===== src/rtl/sdcmd_pkg.sv =====
package sdcmd_pkg;

    typedef enum logic [3:0] {
        CMD_DESEL = 4'd0,
        CMD_NOP   = 4'd1,
        CMD_MRS   = 4'd2,
        CMD_REF   = 4'd3,
        CMD_SREF  = 4'd4,
        CMD_ACT   = 4'd5,
        CMD_RD    = 4'd6,
        CMD_WR    = 4'd7,
        CMD_BST   = 4'd8,
        CMD_PRE   = 4'd9
    } cmd_e;

    typedef enum logic [2:0] {
        V_NONE      = 3'd0,
        V_MRS_BUSY  = 3'd1,
        V_MRS_WAIT  = 3'd2,
        V_REF_BUSY  = 3'd3,
        V_AP_CONF   = 3'd4,
        V_TRP       = 3'd5,
        V_IDLE_ACC  = 3'd6
    } viol_e;

    typedef struct packed {
        cmd_e cmd;
        logic all_banks;
        logic auto_pre;
    } dec_t;

    function automatic cmd_e decode_pins(input logic cs_n, input logic ras_n,
                                         input logic cas_n, input logic we_n,
                                         input logic ck_prev, input logic ck);
        cmd_e c;
        if (cs_n)
            c = CMD_DESEL;
        else if (!ck_prev)
            c = CMD_NOP;
        else begin
            case ({ras_n, cas_n, we_n})
                3'b000:  c = CMD_MRS;
                3'b001:  c = ck ? CMD_REF : CMD_SREF;
                3'b011:  c = CMD_ACT;
                3'b101:  c = CMD_RD;
                3'b100:  c = CMD_WR;
                3'b110:  c = CMD_BST;
                3'b010:  c = CMD_PRE;
                default: c = CMD_NOP;
            endcase
        end
        return c;
    endfunction

    function automatic logic is_rdwr(input cmd_e c);
        return (c == CMD_RD) || (c == CMD_WR);
    endfunction

    function automatic logic is_live(input cmd_e c);
        return (c != CMD_DESEL) && (c != CMD_NOP);
    endfunction

endpackage


===== src/rtl/sdcmd_decode.sv =====
module sdcmd_decode
    import sdcmd_pkg::*;
#(
    parameter int BA_W = 2
) (
    input  logic            cs_n,
    input  logic            ras_n,
    input  logic            cas_n,
    input  logic            we_n,
    input  logic            cke_prev,
    input  logic            cke,
    input  logic [BA_W-1:0] ba,
    input  logic            a10,
    output dec_t            dec_o,
    output logic [BA_W-1:0] bank_o
);
    cmd_e c;
    logic banked;

    always_comb begin
        c               = decode_pins(cs_n, ras_n, cas_n, we_n, cke_prev, cke);
        dec_o.cmd       = c;
        dec_o.all_banks = (c == CMD_PRE) && a10;
        dec_o.auto_pre  = is_rdwr(c) && a10;
        banked          = (c == CMD_ACT) || is_rdwr(c) || ((c == CMD_PRE) && !a10);
        bank_o          = banked ? ba : '0;
    end
endmodule


===== src/rtl/sdcmd_bank.sv =====
module sdcmd_bank #(
    parameter int T_RP = 2
) (
    input  logic clk,
    input  logic rst,
    input  logic open_i,
    input  logic close_i,
    input  logic trp_start_i,
    output logic active_o,
    output logic trp_busy_o
);
    localparam int TW = $clog2(T_RP + 2);
    localparam logic [TW-1:0] TRP_LOAD = TW'(T_RP);

    logic [TW-1:0] trp_cnt;

    always_ff @(posedge clk) begin
        if (rst) begin
            active_o <= 1'b0;
            trp_cnt  <= '0;
        end else begin
            if (close_i)
                active_o <= 1'b0;
            else if (open_i)
                active_o <= 1'b1;

            if (trp_start_i)
                trp_cnt <= TRP_LOAD;
            else if (trp_cnt != '0)
                trp_cnt <= trp_cnt - 1'b1;
        end
    end

    assign trp_busy_o = (trp_cnt != '0);
endmodule


===== src/rtl/sdcmd_rules.sv =====
module sdcmd_rules
    import sdcmd_pkg::*;
#(
    parameter int NUM_BANKS = 4,
    parameter int BURST_LEN = 4,
    parameter int MRS_WAIT  = 2,
    parameter int BA_W      = $clog2(NUM_BANKS)
) (
    input  logic                 clk,
    input  logic                 rst,
    input  dec_t                 dec_i,
    input  logic [BA_W-1:0]      bank_i,
    input  logic [NUM_BANKS-1:0] bank_active_i,
    input  logic [NUM_BANKS-1:0] bank_trp_i,
    output viol_e                code_o,
    output logic [NUM_BANKS-1:0] open_o,
    output logic [NUM_BANKS-1:0] close_o,
    output logic [NUM_BANKS-1:0] trp_start_o
);
    localparam int MW = $clog2(MRS_WAIT + 2);
    localparam int AW = $clog2(BURST_LEN + 2);
    localparam logic [MW-1:0] MRS_LOAD = MW'(MRS_WAIT);
    localparam logic [AW-1:0] AP_LOAD  = AW'(BURST_LEN - 1);
    localparam logic [AW-1:0] AP_LAST  = AW'(1);
    localparam bit MULTI_BEAT = (BURST_LEN > 1);

    logic [MW-1:0]   mrs_cnt;
    logic [AW-1:0]   ap_cnt;
    logic [BA_W-1:0] ap_bank;
    logic            mrs_busy, ap_run, any_active, ok;
    logic            ap_issue, bst_ok;

    assign mrs_busy   = (mrs_cnt != '0);
    assign ap_run     = (ap_cnt != '0);
    assign any_active = |bank_active_i;

    always_comb begin
        code_o = V_NONE;
        if (mrs_busy && is_live(dec_i.cmd))
            code_o = V_MRS_WAIT;
        else begin
            case (dec_i.cmd)
                CMD_MRS:
                    if (any_active) code_o = V_MRS_BUSY;
                CMD_REF, CMD_SREF:
                    if (any_active) code_o = V_REF_BUSY;
                CMD_RD, CMD_WR:
                    if (ap_run)
                        code_o = V_AP_CONF;
                    else if (!bank_active_i[bank_i])
                        code_o = V_IDLE_ACC;
                CMD_ACT:
                    if (bank_trp_i[bank_i]) code_o = V_TRP;
                default: ;
            endcase
        end
    end

    assign ok       = (code_o == V_NONE);
    assign ap_issue = ok && dec_i.auto_pre;
    assign bst_ok   = ok && (dec_i.cmd == CMD_BST);

    for (genvar b = 0; b < NUM_BANKS; b++) begin : g_bank_ctl
        logic sel, pre_hit, ap_end, ap_now;
        assign sel     = (bank_i == BA_W'(b));
        assign pre_hit = ok && (dec_i.cmd == CMD_PRE) && (dec_i.all_banks || sel);
        assign ap_end  = ap_run && (ap_bank == BA_W'(b)) && ((ap_cnt == AP_LAST) || bst_ok);
        assign ap_now  = !MULTI_BEAT && ap_issue && sel;
        assign open_o[b]      = ok && (dec_i.cmd == CMD_ACT) && sel;
        assign trp_start_o[b] = ap_end || ap_now;
        assign close_o[b]     = pre_hit || ap_end || ap_now;
    end

    always_ff @(posedge clk) begin
        if (rst) begin
            mrs_cnt <= '0;
            ap_cnt  <= '0;
            ap_bank <= '0;
        end else begin
            if (ok && (dec_i.cmd == CMD_MRS))
                mrs_cnt <= MRS_LOAD;
            else if (mrs_busy)
                mrs_cnt <= mrs_cnt - 1'b1;

            if (ap_issue && MULTI_BEAT) begin
                ap_cnt  <= AP_LOAD;
                ap_bank <= bank_i;
            end else if (bst_ok)
                ap_cnt <= '0;
            else if (ap_run)
                ap_cnt <= ap_cnt - 1'b1;
        end
    end
endmodule


===== src/rtl/sdcmd_monitor.sv =====
module sdcmd_monitor
    import sdcmd_pkg::*;
#(
    parameter int NUM_BANKS = 4,
    parameter int BURST_LEN = 4,
    parameter int T_RP      = 2,
    parameter int MRS_WAIT  = 2,
    parameter int BA_W      = $clog2(NUM_BANKS)
) (
    input  logic            clk,
    input  logic            rst,
    input  logic            cs_n,
    input  logic            ras_n,
    input  logic            cas_n,
    input  logic            we_n,
    input  logic            cke_prev,
    input  logic            cke,
    input  logic [BA_W-1:0] ba,
    input  logic            a10,
    output logic [3:0]      cmd_o,
    output logic [BA_W-1:0] bank_o,
    output logic            all_banks_o,
    output logic            viol_o,
    output logic [2:0]      viol_code_o
);
    dec_t                 dec;
    logic [BA_W-1:0]      dec_bank;
    viol_e                code;
    logic [NUM_BANKS-1:0] bank_active, bank_trp, open_req, close_req, trp_req;

    sdcmd_decode #(.BA_W(BA_W)) u_decode (
        .cs_n(cs_n), .ras_n(ras_n), .cas_n(cas_n), .we_n(we_n),
        .cke_prev(cke_prev), .cke(cke), .ba(ba), .a10(a10),
        .dec_o(dec), .bank_o(dec_bank)
    );

    sdcmd_rules #(
        .NUM_BANKS(NUM_BANKS), .BURST_LEN(BURST_LEN),
        .MRS_WAIT(MRS_WAIT), .BA_W(BA_W)
    ) u_rules (
        .clk(clk), .rst(rst), .dec_i(dec), .bank_i(dec_bank),
        .bank_active_i(bank_active), .bank_trp_i(bank_trp),
        .code_o(code), .open_o(open_req), .close_o(close_req),
        .trp_start_o(trp_req)
    );

    for (genvar b = 0; b < NUM_BANKS; b++) begin : g_bank
        sdcmd_bank #(.T_RP(T_RP)) u_bank (
            .clk(clk), .rst(rst),
            .open_i(open_req[b]), .close_i(close_req[b]),
            .trp_start_i(trp_req[b]),
            .active_o(bank_active[b]), .trp_busy_o(bank_trp[b])
        );
    end

    always_ff @(posedge clk) begin
        if (rst) begin
            cmd_o       <= CMD_DESEL;
            bank_o      <= '0;
            all_banks_o <= 1'b0;
            viol_o      <= 1'b0;
            viol_code_o <= V_NONE;
        end else begin
            cmd_o       <= dec.cmd;
            bank_o      <= dec_bank;
            all_banks_o <= dec.all_banks;
            viol_o      <= (code != V_NONE);
            viol_code_o <= code;
        end
    end
endmodule


===== config.mk =====
export PLATFORM = sky130hd
export DESIGN_NAME = sdcmd_monitor
export DESIGN_NICKNAME = d
export VERILOG_FILES = /design/src/rtl/sdcmd_pkg.sv /design/src/rtl/sdcmd_decode.sv /design/src/rtl/sdcmd_bank.sv /design/src/rtl/sdcmd_rules.sv /design/src/rtl/sdcmd_monitor.sv
export SDC_FILE = /design/constraint.sdc
export NUM_CORES = 1
export LEC_CHECK = 0
export ABC_AREA = 1
export BUFFER_PORTS_ARGS = -buffer_cell sky130_fd_sc_hd__buf_2
export CAP_MARGIN = 20
export CORE_MARGIN = 4
export CORE_UTILIZATION = 55
export CTS_BUF_LIST = sky130_fd_sc_hd__clkbuf_8
export DETAILED_ROUTE_END_ITERATION = 10
export HOLD_SLACK_MARGIN = 0.05
export PLACE_DENSITY = 0.77
export SLEW_MARGIN = 25
export SYNTH_ARGS = -nofsm -noshare
export SYNTH_HDL_FRONTEND = slang
export SYNTH_SLANG_ARGS = --single-unit

===== constraint.sdc =====
create_clock -name clk -period 3.2 [get_ports clk]
set_input_delay 0.64 -clock clk [delete_from_list [all_inputs] [get_ports clk]]
set_output_delay 0.64 -clock clk [all_outputs]
set_load 0.03 [all_outputs]

==> run summary, run 1 <==
The post-synthesis to final-layout area growth came out at 13.6%. The type of destination of the critical path is a flip-flop. The count of flip-flops with a built-in enable after synthesis is 0.

The cell count after synthesis is roughly 230. The share of synthesized flip-flops with an asynchronous set or reset came out at 0%. Net switching is between 30 and 40% of the power. Detailed routing inserted a total of 1449 vias. The worst hold-check slack is 0.456 ns.

The transition at the pin with the smallest max-transition slack came out at 0.454 ns. The cell depth of the worst min-delay path is 2. The share of the yosys chip area belonging to registers came out at roughly 37%. Dividing the detail-routed wire length by the instance count gives between 10 and 15 um. The power density over cell area is roughly 500 mW/mm2. The max-slew violation total from the final report is 0. The count of input and output buffers came out at 21. The worst hold path class is flip-flop to flip-flop. Setup repair after global routing left no endpoint under its margin. The internal portion of the total power is between 0.6 and 0.7 mW. The number of distinct library cells after synthesis came out at 30. The number of routed nets with antenna violations came out at 0.

The mean instance size in the synthesized netlist came out at 7.11 um2. The post-detailed-routing wire length came out at roughly 3300 um. The count of endpoints failing hold in the final timing report was 0. The total of flip-flops plus latches after synthesis came out at 30. Sorting the synthesized cells by how often they occur yields sky130_fd_sc_hd__nand2_1, sky130_fd_sc_hd__nor2_1, sky130_fd_sc_hd__inv_1. The analysis attributes to cell leakage a power of around 0.93 nW. The total setup buffers inserted after CTS came out at 0. The detailed-routing iteration count for the pre-antenna-repair pass is 4. The total negative slack for setup checks is 0 ns.

The total of cells resized after clock tree synthesis came out at 0. The clock arrives with approximately 0.011 ns of skew. The reported net switching power is ~0.29 mW. The normalized max-slew margin came out at between 60 and 70%. The sequential cell fraction of total power is between 40% and 50%. The total number of nets in the final design came out at 270.

The flow ran to the end, and the final reports show no timing, DRC or antenna violations. The worst setup path is launched from an input pin. In the final layout, the share of cells above drive strength 1 is between 20 and 25%. The area of the die came out at around 0.004 mm2. The area of the core region came out at ~0.0028 mm2. Hold repair after CTS inserted 0 buffers. The repair_antennas step left the layout with diodes totalling 0. The I/O pin count came out at 22.

At the worst endpoint, the arrival time is roughly 2.7 ns. The via count of the first global-routing pass is roughly 1300. The number of antenna violations at the first check in global routing came out at 0. The critical path is of the input pin to flip-flop type.

The placer congestion estimate came out at 0.885. In the post-synthesis netlist, the cell with the most instances is sky130_fd_sc_hd__nand2_1. The TritonCTS clock tree is built. The fraction of post-synthesis cell area in the top cell type by area came out at a little over a third. The die outline height came out at ~63 um. Row generation in the floorplan step produced 19 rows. The cell taking the most area after synthesis is sky130_fd_sc_hd__dfxtp_1. Detailed placement ended at an HPWL of roughly 2500 um.

Entering global routing, the biggest net connects 20 pins. The tool flagged a number of max-cap violations equal to 0. For this run, design rule violations remaining after detail routing come to 0. The overall global routing resource usage is 18.8%. The initial core utilization came out at between 50% and 60%. Counting the buffers created by CTS gives 5. Among all flip-flop cells after synthesis, the most frequent one is sky130_fd_sc_hd__dfxtp_1. In this run the cell area of the synthesized design comes to about 0.0016 mm2.

Sorting the synthesized cells by area gives the leading types as sky130_fd_sc_hd__dfxtp_1, sky130_fd_sc_hd__nand2_1, sky130_fd_sc_hd__nor2_1. The highest clock rate is about 400 MHz. The clock group share of total power came out at 33.4%. The clock tree buffer depth is 2.

The number of nets handed over by synthesis was about 250. The logic gate share of total power came out at between 20 and 25%. The H-tree depth is 2. The tree is rooted in a sky130_fd_sc_hd__clkbuf_8.

The worst voltage drop across the vdd grid came out at 0.322 mV. In this run the horizontal extent of the chip is 62.7 um. Yosys printed 0 warnings. In this run, the number of DRC markers left after iteration 0 of detailed routing was 77. The clock net sink count came out at 30. The peak fanout along the critical path is 7. The number of filler cells placed in the layout came out at between 200 and 250. The shortest clock period the worst path allows after layout is 2.53 ns. The cell depth of the worst flop-to-flop path is 12. The critical path required time is ~3.4 ns. The final cycle utilization of the critical path is just under 80%. The clock transition at the registers of the reported paths is around 0.06 ns.

The post-layout total power came out at between 0.9 and 1 mW. Dividing the detail-routed via count by the number of cells gives just over 5. The first-pass GRT wire length came out at ~5900 um. The number of setup violations in the final report is 0. The later-pin clock latency in the skew report is between 0.2 and 0.3 ns.

The total overflow reported by the global router is 0.
[through the flow]
stage | util, % | setup WS, ns | cells | cell area (um2)
2_1_floorplan | - | 0.793 | 231 | 1640
3_3_place_gp | 63.3 | 0.417 | 280 | 1780
3_5_place_dp | 63.3 | 0.425 | 280 | 1780
4_1_cts | 66.5 | 0.665 | 288 | 1870
5_1_grt | 66.5 | 0.382 | 288 | 1870
6_report | 66.5 | 0.669 | 288 | 1870
[power by group through the flow]
| stage | Sequential, mW | Clock (mW) | Combinational (mW) |
|---|---|---|---|
| finish | 0.406 | 0.309 | 0.209 |
| detailed placement | 0.415 | 0 | 0.209 |
| floorplan | 0.418 | 0 | 0.162 |
| global route | 0.409 | 0.334 | 0.242 |
| CTS | 0.406 | 0.314 | 0.210 |
| global placement | 0.414 | 0 | 0.206 |
[routing by layer]
| metal | up-vias | share of wire [%] | GRT usage [%] | routed length (um) |
|---|---|---|---|---|
| met5 | - | 0 | 0 | 0 |
| met4 | 0 | 2.7 | 10.5 | 89 |
| met3 | 9 | 5.2 | 5.22 | 171 |
| met2 | 34 | 45 | 28.5 | 1470 |
| met1 | 629 | 47 | 23.9 | 1560 |
| li1 | 777 | - | - | - |
[path summary, 6_finish.rpt]
| kind | to | start | slack [ns] |
|---|---|---|---|
| worst max register to register | g_bank[3].u_bank.active_o | u_rules.ap_cnt[0] | 1.37 |
| worst max-delay path | g_bank[3].u_bank.active_o | cke | 0.67 |
| worst min-delay path | g_bank[2].u_bank.trp_cnt[1] | g_bank[2].u_bank.trp_cnt[1] | 0.46 |
| worst min register to register | g_bank[2].u_bank.trp_cnt[1] | g_bank[2].u_bank.trp_cnt[1] | 0.46 |
[state kept, by name (all words and copies together) (netlist names)]
signal,flops
all_banks_o,1
bank_o,2
cmd_o,4
g_bank.u_bank.active_o,4
g_bank.u_bank.trp_cnt,8
u_rules.ap_bank,2
u_rules.ap_cnt,3
u_rules.mrs_cnt,2
viol_code_o,3
viol_o,1
[critical path, cell delays in order]
cell and delay, ns:
sky130_fd_sc_hd__buf_2 0.09, sky130_fd_sc_hd__inv_1 0.07, sky130_fd_sc_hd__nor2_1 0.06, sky130_fd_sc_hd__nor3_1 0.15
sky130_fd_sc_hd__a21oi_1 0.06, sky130_fd_sc_hd__nor2_1 0.16, sky130_fd_sc_hd__inv_1 0.13, sky130_fd_sc_hd__nor3_2 0.31
sky130_fd_sc_hd__nand2_1 0.10, sky130_fd_sc_hd__nor2_1 0.09, sky130_fd_sc_hd__nand2_1 0.14, sky130_fd_sc_hd__a21oi_4 0.23
sky130_fd_sc_hd__nor2_8 0.07, sky130_fd_sc_hd__nand3_4 0.09, sky130_fd_sc_hd__nand2_4 0.08, sky130_fd_sc_hd__nand2_2 0.09
sky130_fd_sc_hd__nand2_1 0.08, sky130_fd_sc_hd__nor2_1 0.11
[cell families (layout without fill, tap and decap cells)]
group | after synthesis | in the layout | share of synthesized area (%)
and+or+nand+nor | 141 | 141 | 43.7
xor gates and xnor gates | 1 | 1 | 0.533
DFF | 30 | 30 | 36.6
adders and majority gates | 3 | 3 | 2.29
buffers and inverters | 37 | 63 | 8.45
AOI/OAI and AO/OA | 19 | 19 | 8.45
[layout make-up]
class	count	area (um2)	share of cell area [%]
well taps	31	38.8	2.08
flip-flops and latches	30	601	32.2
multi-input cells	164	903	48.4
repair buffers	21	105	5.63
clock buffers	6	82.6	4.42
inverters	34	128	6.84
clock inverters	2	8.76	0.469
[cell usage in the layout, fill, tap and decap left out]
cell type,n
sky130_fd_sc_hd__buf_2,21
sky130_fd_sc_hd__nand3_4,1
sky130_fd_sc_hd__or2_2,4
sky130_fd_sc_hd__xor2_1,1
sky130_fd_sc_hd__nor2_8,1
sky130_fd_sc_hd__nor3_1,6
sky130_fd_sc_hd__nor3_2,2
sky130_fd_sc_hd__nand3_1,9
sky130_fd_sc_hd__nand3_2,3
sky130_fd_sc_hd__nand2_1,51
sky130_fd_sc_hd__a21oi_2,3
sky130_fd_sc_hd__nand2_2,7
sky130_fd_sc_hd__o21bai_4,1
sky130_fd_sc_hd__o211ai_1,1
sky130_fd_sc_hd__o21ai_0,6
sky130_fd_sc_hd__inv_1,32
sky130_fd_sc_hd__nand2_4,4
sky130_fd_sc_hd__nand4_1,9
sky130_fd_sc_hd__a21oi_1,5
sky130_fd_sc_hd__o22ai_1,1
sky130_fd_sc_hd__nor3b_1,1
sky130_fd_sc_hd__o21ai_2,1
sky130_fd_sc_hd__clkinv_2,1
sky130_fd_sc_hd__clkbuf_8,6
sky130_fd_sc_hd__nor2_2,3
sky130_fd_sc_hd__a21oi_4,1
sky130_fd_sc_hd__dfxtp_1,30
sky130_fd_sc_hd__ha_1,3
sky130_fd_sc_hd__inv_2,3
sky130_fd_sc_hd__nand4_2,2
sky130_fd_sc_hd__nor2_1,38
No activity file was read; power rests on OpenSTA's default activity.
==> run 2: changes to the inputs <==
--- a/config.mk
+++ b/config.mk
@@ -9,7 +9,7 @@
 export BUFFER_PORTS_ARGS = -buffer_cell sky130_fd_sc_hd__buf_2
 export CAP_MARGIN = 20
 export CORE_MARGIN = 4
-export CORE_UTILIZATION = 55
+export CORE_UTILIZATION = 53
 export CTS_BUF_LIST = sky130_fd_sc_hd__clkbuf_8
 export DETAILED_ROUTE_END_ITERATION = 10
 export HOLD_SLACK_MARGIN = 0.05
==> constraint.sdc (replaced) <==
create_clock -name clk -period 2.1 [get_ports clk]
set_input_delay 0.42 -clock clk [delete_from_list [all_inputs] [get_ports clk]]
set_output_delay 0.42 -clock clk [all_outputs]
set_load 0.03 [all_outputs]
==> run summary, run 2 (synthesis gave the netlist of run 1 again) <==
Run status: finished, violations left (was finished clean). The final reports fail on setup timing. The normalized max-slew margin is 56.3% (was 69.6%).

The initial core utilization came out at 57.6% (was 58.6%). The average wire length per cell after detail routing is 18.4 um (was 11.4 um). The TritonCTS clock tree was built (unchanged).

The number of clock buffers inserted by TritonCTS came out at 5 (unchanged). The number of routed nets with antenna violations is 0 (unchanged). The register with the highest flop count is g_bank.u_bank.trp_cnt (unchanged). The register area came out at 601 um2 (unchanged). The clock net sink count is 30 (unchanged). The width of the chip is 63.7 um (was 62.7 um). Biggest registers after layout: g_bank.u_bank.trp_cnt (8), cmd_o (4), g_bank.u_bank.active_o (4) (unchanged). The worst path setup slack after routing is -0.263 ns (was 0.669 ns). The kind of start point of the critical path is an input pin (unchanged). The DRC violation total after the first TritonRoute iteration came out at 270 (was 77). The area after detailed placement is 0.00201 mm2 (was 0.00178 mm2).

The worst hold-check slack came out at 0.458 ns (was 0.456 ns). The leakage power of the design came out at 1.24 nW (was 0.932 nW). The number of core rows is 19 (unchanged).

The number of antenna violations at the first check in global routing is 0 (unchanged). The post-layout total power came out at 1.73 mW (was 0.924 mW). The critical path required time is 2.33 ns (was 3.41 ns). The area of the die came out at 0.00405 mm2 (was 0.00393 mm2). The H-tree depth came to 2 (unchanged).

The CTS root buffer is sky130_fd_sc_hd__clkbuf_8 (unchanged). The launch point of the worst hold path is u_rules.mrs_cnt[0] (was g_bank[2].u_bank.trp_cnt[1]). The post-synthesis to final-layout area growth came out at 52.2% (was 13.6%). The total number of nets in the final design is 312 (was 270).

The area of combinational cells with multiple inputs is 0.00114 mm2 (was 903 um2). The total negative slack for setup checks is -4.23 ns (was 0 ns). The count of endpoints failing hold in the final timing report came out at 0 (unchanged). The post-detailed-routing wire length came out at 6070 um (was 3290 um). The clock tree buffer depth came out at 2 (unchanged). The largest net degree at the start of global routing is 19 (was 20). The final non-filler cell area came out at 0.00250 mm2 (was 0.00187 mm2). The count of input and output buffers came to 21 (unchanged). The worst setup slack for register-to-register paths is 0.14 ns (was 1.37 ns).

The setup skew after layout came out at 0.0165 ns (was 0.0113 ns). Most used cells in the layout excluding fill and tap cells: sky130_fd_sc_hd__buf_4, sky130_fd_sc_hd__nor2_1, sky130_fd_sc_hd__dfxtp_1 (was sky130_fd_sc_hd__nand2_1, sky130_fd_sc_hd__nor2_1, sky130_fd_sc_hd__inv_1). The number of setup violations in the final report is 19 (was 0). The arrival time of data at the critical path endpoint came out at 2.59 ns (was 2.74 ns).

The final antenna diode count came to 0 (unchanged). The placer congestion estimate came to 0.873 (was 0.885). The routing usage on met3 is 8.88% (was 5.22%).

The startpoint of the worst register-to-register path is u_rules.ap_cnt[0] (unchanged). The clock transition at the registers of the reported paths came out at 0.08 ns (was 0.06 ns). The post-cts hold buffer count is 0 (unchanged). The I/O pin count is 22 (unchanged).

The number of filler cells placed in the layout came out at 135 (was 245). The worst voltage drop across the vdd grid came out at 0.691 mV (was 0.322 mV). The number of maximum-capacitance constraint violations is 0 (unchanged). The die outline height is 63.7 um (was 62.7 um). The power density over cell area is 693 mW/mm2 (was 495 mW/mm2).

The detailed-route DRC error count is 0 (unchanged). The classification of the worst setup path is input pin to flip-flop (unchanged). The flip-flop count of the largest register after layout is 8 (unchanged). The detailed-routing iteration count for the pre-antenna-repair pass is 7 (was 4). The total overflow reported by the global router is 0 (unchanged). The peak fanout along the critical path came out at 6 (was 7). The busiest layer in global routing is met2 (unchanged). The met2 layer usage reported by global route came out at 40.7% (was 28.5%). The max-slew violation total from the final report is 0 (unchanged). The final cycle utilization of the critical path came out at 113%. The later-pin clock latency in the skew report is 0.30 ns (was 0.28 ns). Setup repair after global routing missed its margin: true (was false). The type of destination of the critical path was a flip-flop (unchanged). The first-pass GRT wire length is 7760 um (was 5930 um).

The number of vias per cell came out at 6.06 (was 5.03). The via count of the first global-routing pass came out at 1707 (was 1342). The overall global routing resource usage is 25.2% (was 18.8%). The shortest clock period the worst path allows after layout came out at 2.36 ns. The number of vias after detailed routing came out at 2001 (was 1449). The capturing point of the worst reg2reg path was u_rules.ap_bank[0] (was g_bank[3].u_bank.active_o). The setup slack after placement came to -0.380 ns (was 0.425 ns). The transition at the pin with the smallest max-transition slack came to 0.652 ns (was 0.454 ns).

The hold-critical path endpoint is u_rules.mrs_cnt[0] (was g_bank[2].u_bank.trp_cnt[1]). The most frequent standard cell in the layout excluding fill and tap cells is sky130_fd_sc_hd__buf_4 (was sky130_fd_sc_hd__nand2_1). The placed wire-length estimate came out at 2830 um (was 2520 um). The highest clock rate came out at 423 MHz. The area of the core region came out at 0.00285 mm2 (was 0.00281 mm2). The worst hold path class is flip-flop to flip-flop (unchanged). The cell depth of the worst min-delay path came out at 1 (was 2). The share of layout cells above drive strength 1 is 49.8% (was 24.9%).

The global routing usage on met1 came out at 27.8% (was 23.9%). The cell depth of the worst flop-to-flop path came out at 11 (was 12).
[run 2: changes by cell type in the layout (fill, tap and decap cells not counted), moves of 3 or more]
| cell | previous run | this run |
|---|---|---|
| sky130_fd_sc_hd__buf_2 | 21 | 16 |
| sky130_fd_sc_hd__buf_4 | 0 | 41 |
| sky130_fd_sc_hd__buf_6 | 0 | 5 |
| sky130_fd_sc_hd__inv_1 | 32 | 25 |
| sky130_fd_sc_hd__inv_4 | 0 | 3 |
| sky130_fd_sc_hd__nand2_1 | 51 | 29 |
| sky130_fd_sc_hd__nand2_2 | 7 | 18 |
| sky130_fd_sc_hd__nand2_4 | 4 | 13 |
| sky130_fd_sc_hd__nand3_1 | 9 | 5 |
| sky130_fd_sc_hd__nand3_4 | 1 | 4 |
| sky130_fd_sc_hd__nor2_1 | 38 | 30 |
| sky130_fd_sc_hd__nor2_2 | 3 | 6 |
| sky130_fd_sc_hd__nor2_4 | 0 | 5 |
[run 2: layout make-up]
type                            instances  area share (%)
Multi-Input combinational cell        164            45.6
Clock buffer                            5            2.75
Clock inverter                          3            1.60
Inverter                               34            5.90
Timing Repair Buffer                   63            18.6
Sequential cell                        30            24.0
Tap cell                               31            1.55
[run 2: routing by layer]
metal,wire length [um],share of wire [%],vias to the layer above
met5,0,0,-
met1,2320,38,898
met3,592,9.8,64
met2,2720,45,170
li1,-,-,869
met4,441,7.3,0
[run 2: how the worst max path moves through the flow]
stage | slack (ns) | end | depth (start not counted) | start
finish | -0.26 | g_bank[1].u_bank.trp_cnt[0] | 18 | we_n
CTS | -0.06 | g_bank[1].u_bank.trp_cnt[0] | 24 | we_n
global placement | -0.31 | g_bank[1].u_bank.active_o | 20 | ras_n
floorplan | -0.01 | g_bank[1].u_bank.active_o | 20 | cke
global route | -0.39 | u_rules.ap_cnt[1] | 18 | cke
detailed placement | -0.38 | g_bank[1].u_bank.active_o | 20 | ras_n
[run 2: timing repair]
action | 4_1_cts | 5_1_grt
endpoints found under the setup margin | 18 | 20
buffers inserted | 8 | 8
cloned | 0 | 0
pin swaps | 17 | 29
gates resized for setup | 27 | 43
[run 2: report_power, final]
group / total [mW] / switching (mW) / internal (mW)
sequential: 0.624 / 0.0208 / 0.603
clock: 0.597 / 0.248 / 0.349
combinational: 0.512 / 0.325 / 0.187
total: 1.73 / 0.594 / 1.14
[run 2: worst max-delay path, cell delays in order]
cell and delay (ns):
sky130_fd_sc_hd__buf_12 0.09, sky130_fd_sc_hd__clkinv_8 0.05, sky130_fd_sc_hd__nor3_1 0.22, sky130_fd_sc_hd__a21oi_1 0.09, sky130_fd_sc_hd__nor2_2 0.20, sky130_fd_sc_hd__inv_1 0.13, sky130_fd_sc_hd__buf_4 0.17, sky130_fd_sc_hd__nor2_1 0.14
sky130_fd_sc_hd__inv_1 0.09, sky130_fd_sc_hd__nor2_1 0.21, sky130_fd_sc_hd__nand3_2 0.13, sky130_fd_sc_hd__nand3_4 0.10, sky130_fd_sc_hd__nor2_8 0.08, sky130_fd_sc_hd__nand3_4 0.11, sky130_fd_sc_hd__nand2_8 0.09, sky130_fd_sc_hd__nand2_4 0.09
sky130_fd_sc_hd__nand2_4 0.06, sky130_fd_sc_hd__nor2_2 0.10
[run 2: stage by stage]
step           std cells  utilization [%]
2_1_floorplan        231                -
3_3_place_gp         306             70.5
3_5_place_dp         306             70.5
4_1_cts              322             79.6
5_1_grt              330             87.7
6_report             330             87.7
